--- src/rtl/pgspi_pkg.sv ---
// Shared widths, command field positions and types for the paged SPI slave.
package pgspi_pkg;
    localparam int WORD_W   = 16;
    localparam int PAGE_W   = 4;
    localparam int ADDR_W   = 5;
    localparam int CNT_W    = $clog2(WORD_W);
    localparam int DIR_BIT  = 15;
    localparam int PAGE_LSB = 11;
    localparam int ADDR_LSB = 6;

    typedef struct packed {
        logic              rd;
        logic [PAGE_W-1:0] page;
        logic [ADDR_W-1:0] addr;
    } cmd_t;

    typedef enum logic {PH_CMD = 1'b0, PH_DATA = 1'b1} phase_e;

    // Extract direction, page and start address; low bits are ignored.
    function automatic cmd_t decode_cmd(input logic [WORD_W-1:0] w);
        cmd_t c;
        c.rd   = w[DIR_BIT];
        c.page = w[PAGE_LSB +: PAGE_W];
        c.addr = w[ADDR_LSB +: ADDR_W];
        return c;
    endfunction
endpackage

--- src/rtl/pgspi_sync.sv ---
// Brings sclk, mosi and cs_n into the system clock domain and flags SCLK edges.
// Assumes each SCLK half period lasts several system clocks.
module pgspi_sync #(
    parameter int STAGES = 2
) (
    input  logic clk,
    input  logic rst_n,
    input  logic sclk,
    input  logic mosi,
    input  logic cs_n,
    output logic sclk_rise,
    output logic sclk_fall,
    output logic mosi_s,
    output logic sel
);
    logic [STAGES-1:0] sclk_q;
    logic [STAGES-1:0] mosi_q;
    logic [STAGES-1:0] csn_q;
    logic              sclk_d;

    // Synchroniser chains plus one delay stage for SCLK edge detection.
    always_ff @(posedge clk) begin
        if (!rst_n) begin
            sclk_q <= '0;
            mosi_q <= '0;
            csn_q  <= '1;
            sclk_d <= 1'b0;
        end else begin
            sclk_q <= {sclk_q[STAGES-2:0], sclk};
            mosi_q <= {mosi_q[STAGES-2:0], mosi};
            csn_q  <= {csn_q[STAGES-2:0], cs_n};
            sclk_d <= sclk_q[STAGES-1];
        end
    end

    assign sclk_rise = sclk_q[STAGES-1] & ~sclk_d;
    assign sclk_fall = ~sclk_q[STAGES-1] & sclk_d;
    assign mosi_s    = mosi_q[STAGES-1];
    assign sel       = ~csn_q[STAGES-1];
endmodule

--- src/rtl/pgspi_shifter.sv ---
// Serial shift engine: samples MOSI on falling edges and counts bits to
// flag complete words. Shifts its transmit word onto MISO on rising edges.
// Everything clears while the slave is deselected.
module pgspi_shifter
    import pgspi_pkg::*;
(
    input  logic              clk,
    input  logic              rst_n,
    input  logic              sel,
    input  logic              sclk_rise,
    input  logic              sclk_fall,
    input  logic              mosi_s,
    input  logic              load,
    input  logic [WORD_W-1:0] load_data,
    output logic              word_done,
    output logic [WORD_W-1:0] word,
    output logic              miso_q
);
    logic [CNT_W-1:0]  bit_cnt;
    logic [WORD_W-1:0] rx_sr;
    logic [WORD_W-1:0] tx_sr;

    // Receive, count and transmit bits; a deselect drops any partial word.
    always_ff @(posedge clk) begin
        if (!rst_n || !sel) begin
            bit_cnt <= '0;
            rx_sr   <= '0;
            tx_sr   <= '0;
            miso_q  <= 1'b0;
        end else begin
            if (sclk_fall) begin
                rx_sr   <= {rx_sr[WORD_W-2:0], mosi_s};
                bit_cnt <= bit_cnt + 1'b1;
            end
            if (sclk_rise) begin
                miso_q <= tx_sr[WORD_W-1];
                tx_sr  <= {tx_sr[WORD_W-2:0], 1'b0};
            end
            if (load) begin
                tx_sr <= load_data;
            end
        end
    end

    assign word_done = sel && sclk_fall && (bit_cnt == CNT_W'(WORD_W-1));
    assign word      = {rx_sr[WORD_W-2:0], mosi_s};
endmodule

--- src/rtl/pgspi_ctrl.sv ---
// Transaction control: decodes the command word, keeps the page and the
// pointer (wrapping inside the page), and issues register-file strobes.
// Assumes reg_rdata is combinational on reg_page/reg_addr.
module pgspi_ctrl
    import pgspi_pkg::*;
#(
    parameter int NUM_PAGES = 2
) (
    input  logic              clk,
    input  logic              rst_n,
    input  logic              sel,
    input  logic              word_done,
    input  logic [WORD_W-1:0] word,
    input  logic [WORD_W-1:0] reg_rdata,
    output logic [PAGE_W-1:0] reg_page,
    output logic [ADDR_W-1:0] reg_addr,
    output logic              reg_we,
    output logic [WORD_W-1:0] reg_wdata,
    output logic              reg_re,
    output logic              load,
    output logic [WORD_W-1:0] load_data
);
    localparam logic [ADDR_W-1:0] PTR_ONE = ADDR_W'(1);

    phase_e            phase;
    logic              dir_rd;
    logic [PAGE_W-1:0] page_q;
    logic [ADDR_W-1:0] ptr;
    logic              wr_pend;
    logic              ld_pend;
    logic [WORD_W-1:0] wdata_q;
    logic              page_ok;
    cmd_t              cmd;

    assign cmd     = decode_cmd(word);
    assign page_ok = (32'(page_q) < NUM_PAGES);

    // Phase tracking, command latch, pointer stepping and strobe scheduling.
    always_ff @(posedge clk) begin
        if (!rst_n) begin
            phase   <= PH_CMD;
            dir_rd  <= 1'b0;
            page_q  <= '0;
            ptr     <= '0;
            wr_pend <= 1'b0;
            ld_pend <= 1'b0;
            wdata_q <= '0;
        end else begin
            wr_pend <= 1'b0;
            ld_pend <= 1'b0;
            if (wr_pend) begin
                ptr <= ptr + PTR_ONE;
            end
            if (!sel) begin
                phase <= PH_CMD;
            end else if (word_done) begin
                if (phase == PH_CMD) begin
                    dir_rd  <= cmd.rd;
                    page_q  <= cmd.page;
                    ptr     <= cmd.addr;
                    ld_pend <= cmd.rd;
                    phase   <= PH_DATA;
                end else if (dir_rd) begin
                    ptr     <= ptr + PTR_ONE;
                    ld_pend <= 1'b1;
                end else begin
                    wr_pend <= 1'b1;
                    wdata_q <= word;
                end
            end
        end
    end

    assign reg_page  = page_q;
    assign reg_addr  = ptr;
    assign reg_we    = wr_pend & page_ok;
    assign reg_wdata = wdata_q;
    assign reg_re    = ld_pend & page_ok;
    assign load      = ld_pend;
    assign load_data = page_ok ? reg_rdata : '0;
endmodule

--- src/rtl/pgspi_slave.sv ---
// Top level of the paged register-file SPI slave (mode 1, 16-bit words).
// Assumes SCLK runs well below clk; MISO is forced low while deselected.
module pgspi_slave
    import pgspi_pkg::*;
#(
    parameter int NUM_PAGES   = 2,
    parameter int SYNC_STAGES = 2
) (
    input  logic              clk,
    input  logic              rst_n,
    input  logic              sclk,
    input  logic              mosi,
    input  logic              cs_n,
    output logic              miso,
    output logic [PAGE_W-1:0] reg_page,
    output logic [ADDR_W-1:0] reg_addr,
    output logic              reg_we,
    output logic [WORD_W-1:0] reg_wdata,
    output logic              reg_re,
    input  logic [WORD_W-1:0] reg_rdata
);
    logic              sclk_rise;
    logic              sclk_fall;
    logic              mosi_s;
    logic              sel;
    logic              load;
    logic [WORD_W-1:0] load_data;
    logic              word_done;
    logic [WORD_W-1:0] word;
    logic              miso_q;

    pgspi_sync #(.STAGES(SYNC_STAGES)) u_sync (
        .clk(clk), .rst_n(rst_n), .sclk(sclk), .mosi(mosi), .cs_n(cs_n),
        .sclk_rise(sclk_rise), .sclk_fall(sclk_fall), .mosi_s(mosi_s), .sel(sel)
    );

    pgspi_shifter u_shift (
        .clk(clk), .rst_n(rst_n), .sel(sel), .sclk_rise(sclk_rise),
        .sclk_fall(sclk_fall), .mosi_s(mosi_s), .load(load), .load_data(load_data),
        .word_done(word_done), .word(word), .miso_q(miso_q)
    );

    pgspi_ctrl #(.NUM_PAGES(NUM_PAGES)) u_ctrl (
        .clk(clk), .rst_n(rst_n), .sel(sel), .word_done(word_done), .word(word),
        .reg_rdata(reg_rdata), .reg_page(reg_page), .reg_addr(reg_addr),
        .reg_we(reg_we), .reg_wdata(reg_wdata), .reg_re(reg_re),
        .load(load), .load_data(load_data)
    );

    // Pin-level gate so MISO is low as soon as chip select rises.
    assign miso = cs_n ? 1'b0 : miso_q;
endmodule

--- config.mk ---
export PLATFORM = sky130hd
export DESIGN_NAME = pgspi_slave
export DESIGN_NICKNAME = d
export VERILOG_FILES = /design/src/rtl/pgspi_pkg.sv /design/src/rtl/pgspi_sync.sv /design/src/rtl/pgspi_shifter.sv /design/src/rtl/pgspi_ctrl.sv /design/src/rtl/pgspi_slave.sv
export SDC_FILE = /design/constraint.sdc
export NUM_CORES = 1
export LEC_CHECK = 0
export BUFFER_PORTS_ARGS = -buffer_cell sky130_fd_sc_hd__buf_2
export CORE_AREA = 5 5 79 81
export CTS_CLUSTER_SIZE = 14
export DETAILED_ROUTE_END_ITERATION = 10
export DIE_AREA = 0 0 84 86
export PLACE_DENSITY = 0.76
export SYNTH_ARGS = -nofsm -noshare
export SYNTH_HDL_FRONTEND = slang
export SYNTH_SLANG_ARGS = --single-unit
--- constraint.sdc ---
create_clock -name clk -period 2.6 [get_ports clk]
set_clock_uncertainty 0.2 [all_clocks]
set_input_delay 0.52 -clock clk [delete_from_list [all_inputs] [get_ports clk]]
set_output_delay 0.52 -clock clk [all_outputs]
set_load 0.02 [all_outputs]
==> results of run 1 <==
-- where the power goes --
| part | leakage (nW) | internal [mW] | switching [mW] | total [mW] |
|---|---|---|---|---|
| Clock | 0.102 | 0.517 | 0.387 | 0.904 |
| Sequential | 0.581 | 1.11 | 0.00274 | 1.11 |
| Combinational | 0.522 | 0.0286 | 0.0325 | 0.0612 |
-- Yosys cell counts (2+ instances only) --
cell type / instances / area [um^2]
a211o_1: 2 / 17.5
a21oi_1: 16 / 80.1
a221oi_1: 15 / 131
and2_1: 8 / 50.1
and2b_1: 2 / 15.0
buf_1: 2 / 7.51
buf_2: 7 / 35.0
clkbuf_1: 11 / 41.3
dfxtp_1: 72 / 1440
ha_1: 2 / 25.0
mux2i_1: 27 / 270
nand2_1: 34 / 128
nand2b_1: 3 / 18.8
nand4_1: 3 / 18.8
nor2_1: 27 / 101
nor2b_1: 22 / 138
nor3_1: 16 / 80.1
o21ai_0: 5 / 25.0
o22ai_1: 2 / 12.5
or3_1: 2 / 12.5
xnor2_1: 4 / 35.0
xor2_1: 6 / 52.6
-- registers in the layout, indices dropped and copies added (netlist names) --
name              count
u_ctrl.dir_rd         1
u_ctrl.load           1
u_ctrl.phase          1
u_ctrl.reg_addr       5
u_ctrl.reg_page       4
u_ctrl.reg_wdata     16
u_ctrl.wr_pend        1
u_shift.bit_cnt       4
u_shift.miso_q        1
u_shift.rx_sr        15
u_shift.tx_sr        16
u_sync.csn_q          2
u_sync.mosi_q         2
u_sync.sclk_d         1
u_sync.sclk_q         2
-- layer usage --
layer  vias up  share of wire [%]  track usage [%]
met5         -                  0                0
met4         0                2.7             9.36
met3        15                5.1             4.03
met2        56                 46             27.1
met1      1019                 46             21.1
li1       1129                  -                -
-- worst max path at each step --
| stage | start | endpoint | slack, ns | cells after the start |
|---|---|---|---|---|
| floorplan | u_shift.bit_cnt[0] | u_ctrl.reg_wdata[10] | 0.79 | 7 |
| global placement | u_sync.sclk_d | u_shift.tx_sr[3] | 0.70 | 4 |
| CTS | u_ctrl.reg_page[3] | reg_re | 0.41 | 3 |
| global route | u_ctrl.reg_page[3] | reg_re | 0.39 | 3 |
| finish | u_ctrl.reg_page[3] | reg_re | 0.45 | 3 |
| detailed placement | u_sync.sclk_d | u_shift.tx_sr[8] | 0.60 | 4 |
-- cell families after synthesis --
group,count (synthesis),synth area share [%]
fa+ha+maj,2,0.869
simple gates,123,21.6
flops,72,50.1
compound gates,45,10.7
xor+xnor,10,3.04
buf+inv,24,4.39
mux,27,9.39
-- through the flow --
step                cell area, um^2  cells  total power, mW  utilization [%]  hold slack (ns)
floorplan                      2880    303             1.17                -            0.186
global placement               3140    406             1.20             58.1            0.196
detailed placement             3140    406             1.20             58.1            0.194
CTS                            3350    421             2.09             61.9            0.167
global route                   3350    421             2.15             61.9            0.177
finish                         3350    421             2.08             61.9            0.178
-- final cells by class --
| type | instances | area (um^2) |
|---|---|---|
| flip-flops and latches | 72 | 1440 |
| clock buffers | 13 | 169 |
| inverters | 1 | 3.75 |
| multi-input cells | 207 | 1320 |
| well taps | 72 | 90.1 |
| clock inverters | 2 | 37.5 |
| fillers | 481 | 2060 |
| repair buffers | 54 | 285 |
==> flow_summary_export.csv, run 1 <==
group,metric,value,unit
placement,portBuffers,48,
cts,cts-resized-gates,0,
placement,post-dp-hpwl,3.87,mm
grt,antenna_found_initial,0,
grt,grt_remaining_overflow,0,
min_path,holdPathEnd,"u_sync.sclk_q[0]",
power,pwr_density_cell,620,nW/um^2
timing,final.setup.tns,0,ns
synth,async_flop_share,0,%
synth,synth_nets,326,
synth,yosysSeqAreaShare,50.1,%
timing,post-route-period-util,82.9,%
grt,grt_max_degree,38,
cts,post_cts_buffers,0,
timing,fin_crit,2.15,ns
timing,fmax,464,MHz
floorplanning,die-width,84,um
power,p_leak,1.20,nW
floorplanning,fp.dieH,86,um
floorplanning,start_util,53.2,%
job,max_cap_violations,0,
drt,detail_route.wl_per_cell,13.5,um
timing,worstMarginPinSlew,0.953,ns
layout,drive_above_1_share,20.6,%
min_path,hold_path.class,"in -> reg",
drt,vias_per_cell,5.27,
critical_path,r2r_start,"u_shift.bit_cnt[0]",
critical_path,reg2reg_slack,0.63,ns
placement,gp_congestion,0.805,
grt,grt_use_total,17.0,%
cts,cts_hold_buf,0,
critical_path,cp_top_family,"simple AND/OR/NAND/NOR gates",
timing,hold_viol,0,
grt,grt_pass1_wl,9.94,mm
cts,clock_latency,0.34,ns
drt,num_vias,2219,
critical_path,path_buf_inv,1,
layout,num_antenna_cells,0,
layout,area_growth,16.3,%
cts,path_clk_slew,0.07,ns
critical_path,crit_fanout,3,
cts,clock-root-buffer,"clkbuf_8",
critical_path,start_kind,"register",
critical_path,reg2reg_to,"u_ctrl.reg_addr[3]",
cts,cts_tree,"yes",
drt,drtIter0Drc,95,
synth,yosysWarnings,0,
drt,dr.pass1.iters,4,
critical_path,criticalPathCategory,"reg -> out",
layout,num-nets-final,368,
timing,worst_slack,0.445,ns
status,outcome,"completed",
cts,clkSinkCount,72,
cts,cts_made_buffers,9,
floorplanning,io_pins,49,
synth,syn_avg_cell_area,9.50,um^2
critical_path,slowest_stage,"nor3_1",
timing,slew_viol_final,0,
timing,rsz0062_at_grt,"no",
placement,pre_cts_ws,0.600,ns
critical_path,cp_cell_sequence,"nor3_1 > and2_1 > buf_2",
critical_path,crit_required,1.88,ns
cts,cts_max_level,3,
min_path,worstHoldStart,"sclk",
synth,synth_seq_cells,72,
timing,maxSlewHeadroom,36.3,%
layout,mostFrequentLayoutCell,"dfxtp_1",
drt,drtAntennaViolNets,0,
drt,drt_wl_total,5.70,mm
power,vdd_drop_max,400,uV
critical_path,cp-end-kind,"output pin",
floorplanning,dieArea,7220,um^2
floorplanning,rows,27,
drt,drcViolationCount,0,
critical_path,slowest_delay,0.34,ns
layout,final_cell_mix,"72 x dfxtp_1, 48 x buf_2, 34 x nand2_1, 27 x mux2i_1, 27 x nor2_1",
synth,synth_edf_count,0,
min_path,whs_path_depth,2,
cts,clock_path_buffers,2,
floorplanning,coreArea,5410,um^2
timing,setup_viol,0,
critical_path,arrival,1.43,ns
synth,synthCells,303,
synth,synthDistinctLibCells,37,
synth,syn_area,2880,um^2
synth,synth_flop_cell,"dfxtp_1",
grt,grt_pass1_vias,2201,
critical_path,reg2regPathDepth,5,
(Power assumes the default switching activity.)
==> inputs of run 2 (changes only) <==
==> constraint.sdc (replaced) <==
create_clock -name clk -period 2.15 [get_ports clk]
set_clock_uncertainty 0.2 [all_clocks]
set_input_delay 0.43 -clock clk [delete_from_list [all_inputs] [get_ports clk]]
set_output_delay 0.43 -clock clk [all_outputs]
set_load 0.02 [all_outputs]
==> flow_summary_export.csv, run 2 (synthesized netlist as in run 1, its figures left out) <==
group,metric,value,unit
status,outcome,"completed",
layout,num-fill-cells,477,
critical_path,slowest_stage,"nor2_1",
drt,dr.pass1.iters,4,
timing,slew_viol_final,0,
floorplanning,die-width,84,um
job,max_cap_violations,0,
floorplanning,coreArea,5410,um^2
critical_path,cp_cell_sequence,"and2b_1 > nor2_1 > a221oi_1 > nor3_1",
layout,mostFrequentLayoutCell,"dfxtp_1",
critical_path,crit_required,2.20,ns
timing,fmax,497,MHz
drt,num_vias,2236,
grt,antenna_found_initial,0,
power,pwr_density_cell,698,nW/um^2
min_path,hold_path.class,"in -> reg",
grt,grt_remaining_overflow,0,
critical_path,criticalPathCategory,"reg -> reg",
floorplanning,dieArea,7220,um^2
grt,grt_pass1_wl,9.66,mm
timing,final.setup.tns,0,ns
drt,drtIter0Drc,89,
timing,worstMarginPinSlew,1.03,ns
timing,worst_slack,0.136,ns
power,total_power,2.33,mW
cts,clkSinkCount,72,
timing,rsz0062_at_grt,"no",
timing,maxSlewHeadroom,31.1,%
grt,grt_max_degree,38,
layout,drive_above_1_share,21.2,%
timing,fin_crit,2.01,ns
timing,hold_viol,0,
power,vdd_drop_max,442,uV
critical_path,path_buf_inv,0,
cts,cts_hold_buf,0,
cts,clock_path_buffers,2,
placement,post-dp-hpwl,3.83,mm
placement,portBuffers,48,
layout,final_cell_mix,"72 x dfxtp_1, 48 x buf_2, 34 x nand2_1, 27 x mux2i_1, 27 x nor2_1",
cts,clock_latency,0.34,ns
layout,num_antenna_cells,0,
floorplanning,io_pins,49,
cts,cts_made_buffers,9,
drt,drcViolationCount,0,
critical_path,crit_fanout,16,
cts,clock-root-buffer,"clkbuf_8",
critical_path,start_kind,"register",
power,p_leak,1.21,nW
drt,vias_per_cell,5.25,
critical_path,cp_top_family,"simple AND/OR/NAND/NOR gates",
floorplanning,start_util,53.2,%
drt,drtAntennaViolNets,0,
cts,cts_max_level,3,
floorplanning,rows,27,
cts,post_cts_buffers,0,
layout,num-nets-final,372,
timing,setup_viol,0,
layout,ff_latch_area,1440,um^2
drt,detail_route.wl_per_cell,13.2,um
cts,cts_tree,"yes",
cts,cts-resized-gates,0,
cts,path_clk_slew,0.07,ns
critical_path,arrival,2.07,ns
grt,grt_pass1_vias,2116,
critical_path,slowest_delay,0.78,ns
drt,drt_wl_total,5.63,mm
floorplanning,fp.dieH,86,um
placement,pre_cts_ws,0.137,ns
timing,post-route-period-util,93.7,%
critical_path,cp-end-kind,"register",
grt,grt_use_total,16.4,%
critical_path,reg2reg_slack,0.14,ns
layout,multi_input_area,1320,um^2
layout,area_growth,15.9,%
placement,gp_congestion,0.858,
## run 2: cell types whose count changed in the layout (fill, tap and decap cells not counted), sizes merged
cell    previous run  this run
buf               54        58
clkinv             0         2
bufinv             1         0
## run 2: cell type report
type | instances | area share, %
clock buffers | 13 | 4.46
clock inverters | 3 | 0.525
inverters | 1 | 0.113
multi-input cells | 207 | 39.5
flip-flops and latches | 72 | 43.2
well taps | 72 | 2.70
repair buffers | 58 | 9.45
## run 2: where the power goes
group          switching, mW  internal, mW  leakage [nW]
Clock                  0.461         0.448        0.0834
Combinational         0.0405        0.0358         0.543
Sequential           0.00334          1.34         0.581
Total                  0.505          1.82          1.21
## run 2: worst paths after layout
| kind | end | cells past startpoint | start |
|---|---|---|---|
| hold / removal | u_sync.csn_q[0] | 2 | cs_n |
| setup reg to reg | u_shift.tx_sr[2] | 4 | u_sync.sclk_d |
| hold reg to reg | u_sync.csn_q[1] | 1 | u_sync.csn_q[0] |
| setup / recovery | u_shift.tx_sr[2] | 4 | u_sync.sclk_d |
## run 2: through the flow
stage / instances / instance area, um^2 / utilization [%] / hold WS [ns]
6_report: 426 / 3340 / 61.7 / 0.0926
3_5_place_dp: 410 / 3170 / 58.6 / 0.197
5_1_grt: 426 / 3340 / 61.7 / 0.0803
4_1_cts: 426 / 3340 / 61.7 / 0.0831
2_1_floorplan: 303 / 2880 / - / 0.186
3_3_place_gp: 410 / 3170 / 58.6 / 0.191
## run 2: worst register-to-register path, delay by kind of cell, from the launching register on
kind	cells	cell delay, ns
compound gates	1	0.12
simple gates	3	1.23
flops	1	0.39
## run 2: metal layers
metal  part of all wire, %  track usage [%]  up-vias
li1                      -                -     1134
met1                    46             20.6     1038
met2                    47             25.9       58
met3                   5.8             4.03        6
met4                   1.5             8.92        0
met5                     0                0        -
